$ cat src/rtl/adc_host_pkg.sv
package adc_host_pkg;

  typedef enum logic [2:0] {
    ST_IDLE,
    ST_SETUP,
    ST_SAMPLE,
    ST_CONV,
    ST_READ,
    ST_GAP
  } ctl_state_t;

  function automatic int imax(input int a, input int b);
    return (a > b) ? a : b;
  endfunction

endpackage

$ cat src/rtl/adc_sync_chain.sv
module adc_sync_chain #(
  parameter int STAGES   = 2,
  parameter bit RST_VAL  = 1'b1
) (
  input  logic clk,
  input  logic rst,
  input  logic d_async,
  output logic q_sync
);
  logic [STAGES-1:0] chain;

  generate
    for (genvar i = 0; i < STAGES; i++) begin : g_stage
      always_ff @(posedge clk) begin
        if (rst)
          chain[i] <= RST_VAL;
        else if (i == 0)
          chain[i] <= d_async;
        else
          chain[i] <= chain[(i == 0) ? 0 : i-1];
      end
    end
  endgenerate

  assign q_sync = chain[STAGES-1];
endmodule

$ cat src/rtl/adc_phase_timer.sv
module adc_phase_timer #(
  parameter int CNT_W = 8
) (
  input  logic             clk,
  input  logic             rst,
  input  logic             load,
  input  logic [CNT_W-1:0] load_val,
  output logic             expired
);
  logic [CNT_W-1:0] cnt;

  always_ff @(posedge clk) begin
    if (rst)
      cnt <= '0;
    else if (load)
      cnt <= load_val;
    else if (cnt != '0)
      cnt <= cnt - 1'b1;
  end

  assign expired = (cnt == '0);
endmodule

$ cat src/rtl/adc_host_ctrl.sv
module adc_host_ctrl
  import adc_host_pkg::*;
#(
  parameter int DATA_W      = 10,
  parameter int CH_W        = 2,
  parameter int SETUP_CYC   = 4,
  parameter int SAMPLE_CYC  = 13,
  parameter int ACCESS_CYC  = 4,
  parameter int GAP_CYC     = 3,
  parameter int TIMEOUT_CYC = 200
) (
  input  logic              clk,
  input  logic              rst,
  input  logic              req_valid,
  output logic              req_ready,
  input  logic [CH_W-1:0]   req_chan,
  input  logic              req_mode,
  output logic              rsp_valid,
  output logic [DATA_W-1:0] rsp_data,
  output logic [CH_W-1:0]   rsp_chan,
  output logic              rsp_err,
  output logic              adc_cs_n,
  output logic              adc_sh_n,
  output logic              adc_rd_n,
  output logic [CH_W-1:0]   adc_sel,
  input  logic              adc_int_n,
  input  logic [DATA_W-1:0] adc_db
);
  localparam int MAX_CYC = imax(imax(imax(SETUP_CYC, SAMPLE_CYC),
                                     imax(ACCESS_CYC, GAP_CYC)), TIMEOUT_CYC);
  localparam int CNT_W   = $clog2(MAX_CYC + 1);

  localparam logic [CNT_W-1:0] LD_SETUP   = CNT_W'(SETUP_CYC - 1);
  localparam logic [CNT_W-1:0] LD_SAMPLE  = CNT_W'(SAMPLE_CYC - 1);
  localparam logic [CNT_W-1:0] LD_ACCESS  = CNT_W'(ACCESS_CYC - 1);
  localparam logic [CNT_W-1:0] LD_GAP     = CNT_W'(GAP_CYC - 1);
  localparam logic [CNT_W-1:0] LD_TIMEOUT = CNT_W'(TIMEOUT_CYC - 1);

  ctl_state_t       st, nxt;
  logic             mode_q;
  logic [CH_W-1:0]  chan_q;
  logic             int_s;
  logic             t_load, t_done;
  logic [CNT_W-1:0] t_val;
  logic             capture, timeout;

  adc_sync_chain #(.STAGES(2), .RST_VAL(1'b1)) u_int_sync (
    .clk     (clk),
    .rst     (rst),
    .d_async (adc_int_n),
    .q_sync  (int_s)
  );

  adc_phase_timer #(.CNT_W(CNT_W)) u_timer (
    .clk      (clk),
    .rst      (rst),
    .load     (t_load),
    .load_val (t_val),
    .expired  (t_done)
  );

  always_comb begin
    nxt     = st;
    t_load  = 1'b0;
    t_val   = '0;
    capture = 1'b0;
    timeout = 1'b0;
    unique case (st)
      ST_IDLE: begin
        if (req_valid && req_ready) begin
          nxt = ST_SETUP; t_load = 1'b1; t_val = LD_SETUP;
        end
      end
      ST_SETUP: begin
        if (t_done) begin
          nxt = ST_SAMPLE; t_load = 1'b1;
          t_val = mode_q ? LD_TIMEOUT : LD_SAMPLE;
        end
      end
      ST_SAMPLE: begin
        if (mode_q) begin
          if (!int_s) begin
            nxt = ST_READ; t_load = 1'b1; t_val = LD_ACCESS;
          end else if (t_done) begin
            nxt = ST_GAP; t_load = 1'b1; t_val = LD_GAP; timeout = 1'b1;
          end
        end else if (t_done) begin
          nxt = ST_CONV; t_load = 1'b1; t_val = LD_TIMEOUT;
        end
      end
      ST_CONV: begin
        if (!int_s) begin
          nxt = ST_READ; t_load = 1'b1; t_val = LD_ACCESS;
        end else if (t_done) begin
          nxt = ST_GAP; t_load = 1'b1; t_val = LD_GAP; timeout = 1'b1;
        end
      end
      ST_READ: begin
        if (t_done) begin
          nxt = ST_GAP; t_load = 1'b1; t_val = LD_GAP; capture = 1'b1;
        end
      end
      ST_GAP: begin
        if (t_done) nxt = ST_IDLE;
      end
      default: nxt = ST_IDLE;
    endcase
  end

  always_ff @(posedge clk) begin
    if (rst) begin
      st        <= ST_IDLE;
      mode_q    <= 1'b0;
      chan_q    <= '0;
      req_ready <= 1'b1;
      adc_cs_n  <= 1'b1;
      adc_sh_n  <= 1'b1;
      adc_rd_n  <= 1'b1;
      adc_sel   <= '0;
      rsp_valid <= 1'b0;
      rsp_err   <= 1'b0;
      rsp_data  <= '0;
      rsp_chan  <= '0;
    end else begin
      st        <= nxt;
      req_ready <= (nxt == ST_IDLE);
      adc_cs_n  <= !(nxt == ST_SETUP || nxt == ST_SAMPLE ||
                     nxt == ST_CONV  || nxt == ST_READ);
      adc_sh_n  <= !(nxt == ST_SAMPLE || (nxt == ST_READ && mode_q));
      adc_rd_n  <= !(nxt == ST_READ || (nxt == ST_SAMPLE && mode_q));
      rsp_valid <= capture;
      rsp_err   <= timeout;
      if (st == ST_IDLE && req_valid && req_ready) begin
        mode_q  <= req_mode;
        chan_q  <= req_chan;
        adc_sel <= req_chan;
      end
      if (capture) begin
        rsp_data <= adc_db;
        rsp_chan <= chan_q;
      end
    end
  end
endmodule

$ cat config.mk
export PLATFORM = sky130hd
export DESIGN_NAME = adc_host_ctrl
export DESIGN_NICKNAME = d
export VERILOG_FILES = /design/src/rtl/adc_host_pkg.sv /design/src/rtl/adc_sync_chain.sv /design/src/rtl/adc_phase_timer.sv /design/src/rtl/adc_host_ctrl.sv
export SDC_FILE = /design/constraint.sdc
export NUM_CORES = 1
export LEC_CHECK = 0
export BUFFER_PORTS_ARGS = -buffer_cell sky130_fd_sc_hd__buf_4
export CAP_MARGIN = 20
export CORE_MARGIN = 2
export CORE_UTILIZATION = 25
export CTS_CLUSTER_SIZE = 14
export DETAILED_ROUTE_END_ITERATION = 16
export GPL_ROUTABILITY_DRIVEN = 0
export HOLD_SLACK_MARGIN = 0.08
export SYNTH_ARGS = -nofsm -noshare
export SYNTH_HDL_FRONTEND = slang
export SYNTH_SLANG_ARGS = --single-unit
$ cat constraint.sdc
create_clock -name clk -period 2.5 [get_ports clk]
set_input_delay 0.375 -clock clk [delete_from_list [all_inputs] [get_ports clk]]
set_output_delay 0.375 -clock clk [all_outputs]
set_load 0.005 [all_outputs]
==> reports/qor.txt <==
Status - finished clean
Clk_lat worst skew - 0.28 ns
Tmin final - 2.097 ns
Worst Path Required - 2.67 ns
Critical Path Start Type - register
Routed vias/inst - 4.737
Final Max Tran Viols - 0
Slowest stage delay, CP - 0.67 ns
Final setup TNS - 0 ns
Placed Cells - 270
Slew HR - 51.24%
Ports - 37
Actual slew at the worst max-slew pin - 0.7247 ns
Vias in the first global route - 1134
Worst EP arrival - 2.26 ns
DR pass1 iterations - 4
Period Utilization, post-route - 83.90%
Drt initial violations - 96
Syn Nets - 186
Critical path peak fanout - 13
Clk_skew - 0.005394 ns
# DRC - 0
Largest net degree at the start of global routing - 31
Reg clk slew, reported paths - 0.07 ns
CTS resizes - 0
Final Hold Fails - 0
Total core area - 5921 um^2
Die Area - 6800 um^2
Predominant post-synthesis flop cell - dfxtp_1
Antenna cells - 0
Clock tree buffer depth - 2
PortBufs - 36
Cts hold-fix bufs - 0
Top cell type's share of synthesized area - 44.23%
Depth of the CTS H-tree - 2
Mapped Cells - 168
Post-synth ARST share - 0%
GRT Resource Usage Total - 10.16%
Kind of critical path - register to register
CTS Root Buffer Type - clkbuf_8
DIE WIDTH - 82.46 um
Sequential share of the synthesized area - 44.23%
Max Freq - 476.8 MHz
Die height - 82.46 um
Vias - 1317
Setup bufs post-CTS - 0
Starting density of the core - 25.99%
Top delay family on crit path - simple AND/OR/NAND/NOR gates
EDFF count, synth - 0
CP max stage cell - or3_1
# fillers - 623
CTS Sinks - 34
Worst min path class - input pin to register
Power consumption - 2216 uW
Top cells by area, synth - dfxtp_1, mux2i_1, nor2_1
WL per Instance - 11.90 um
Pwr Density - 1142 nW/um^2
Layout cells sized above 1 - 26.60%
Rows - 28
First-pass GRT wire length - 5195 um
Number of nets in the layout - 220
Grt ovf - 0
RSZ-0062 raised after global routing - false
Synthesized area per cell - 9.161 um^2
Setup violators final - 0
CTS buffer count - 5
Maximum VDD drop - 0.3298 mV
LEAKAGE - 0.0008803 uW
Cell Count, Final, Fillers Out - 278
CTS tree - built
Crit-path cells - inv_1 -> ha_1 -> nor3b_4 -> nand2_4 -> or3_1 -> mux2i_1 -> nor2_1
Synthesis Warnings - 0
Syn-to-layout area delta - 26.10%
Critical path endpoint category - register
Final wirelength - 3307 um
Final ANT Viol Nets - 0
WP buf/inv - 1
Synthesis-stage register bit count - 34
Synth area leader - dfxtp_1
Initial antenna violation count - 0
Yosys cell types - 44
Max Cap Viol - 0
Synthesized cell area - 1539 um^2
Post-DP HPWL - 2398 um
[flip-flops by register name, summed over array words and instances (netlist names)]
register,cells
adc_rd_n,1
chan_q,2
u_int_sync.q_sync,1
req_ready,1
st,3
u_int_sync.chain,1
u_timer.cnt,8
mode_q,1
rsp_valid,1
rsp_data,10
rsp_chan,2
adc_cs_n,1
rsp_err,1
adc_sh_n,1
[Yosys cell counts, types with 2 or more instances]
cell	instances
dfxtp_1	34
nor2_1	21
nand2_1	14
mux2i_1	12
a21oi_1	9
o21ai_0	9
clkbuf_1	7
inv_1	5
nand3_1	5
nor3_1	5
or4_1	4
xor2_1	4
nand4_1	3
nor2b_1	2
nor4_1	2
o211a_1	2
or2_2	2
xnor2_1	2
[final cells by class]
class,instances,area [um^2],share of cell area (%)
Sequential cell,34,680.7,35.07
Tap cell,75,93.84,4.836
Timing Repair Buffer,36,270.3,13.93
Inverter,5,18.77,0.9671
Clock buffer,6,82.58,4.255
Clock inverter,2,12.51,0.6447
Multi-Input combinational cell,120,782.0,40.30
[per-layer routing]
layer / track usage (%) / vias to the layer above / wire length (um)
li1: - / 660 / -
met1: 13.08 / 596 / 1529
met2: 15.40 / 57 / 1464
met3: 3.587 / 4 / 278
met4: 4.167 / 0 / 34
met5: 0 / - / 0
[worst paths after layout]
check	start	end	slack, ns	cells after the start
max	u_timer.cnt[0]	rsp_data[0]	0.40	7
min	adc_int_n	u_int_sync.chain[0]	0.28	2
max reg2reg	u_timer.cnt[0]	rsp_data[0]	0.40	7
min reg2reg	u_int_sync.chain[0]	u_int_sync.q_sync	0.41	1
[stage by stage]
step / hold WS [ns] / instance area (um^2) / utilization, % / setup WS, ns
6_report: 0.2752 / 1941 / 32.78 / 0.4026
5_1_grt: 0.2628 / 1941 / 32.78 / 0.1761
4_1_cts: 0.2642 / 1941 / 32.78 / 0.3708
3_5_place_dp: 0.3928 / 1846 / 31.17 / 0.3783
3_3_place_gp: 0.3936 / 1846 / 31.17 / 0.4295
2_1_floorplan: 0.3895 / 1539 / - / 0.5743
[layout by cell type, fill, tap and decap left out, types with 2 or more instances in the layout]
master    count
or4_1         4
mux2i_1      12
nor3_1        5
o21ai_0       9
nand2_1      14
clkbuf_8      6
nor2_1       21
inv_1         5
buf_4        36
dfxtp_1      34
a21oi_1       9
o211a_1       2
nor2b_1       2
nand4_1       3
xor2_1        4
xnor2_1       2
or2_2         2
nand3_1       5
nor4_1        2
[power breakdown]
group | total (uW) | internal [uW] | switching [uW] | leakage [uW]
registers | 804 | 654 | 150 | 0.000277
clock network | 412 | 221 | 191 | 0.0000472
logic | 999 | 446 | 553 | 0.000556
total | 2220 | 1320 | 894 | 0.000880
[logic make-up after synthesis]
| group | after synthesis | share of synthesized area (%) |
|---|---|---|
| AO/OA/AOI/OAI | 31 | 13.58 |
| AND/OR/NAND/NOR | 70 | 25.20 |
| multiplexers | 12 | 7.805 |
| XOR/XNOR | 6 | 3.415 |
| adder cells (fa/ha/maj) | 1 | 0.8129 |
| buffers and inverters | 14 | 4.960 |
| flip-flops | 34 | 44.23 |
No activity file was read; power rests on OpenSTA's default activity.
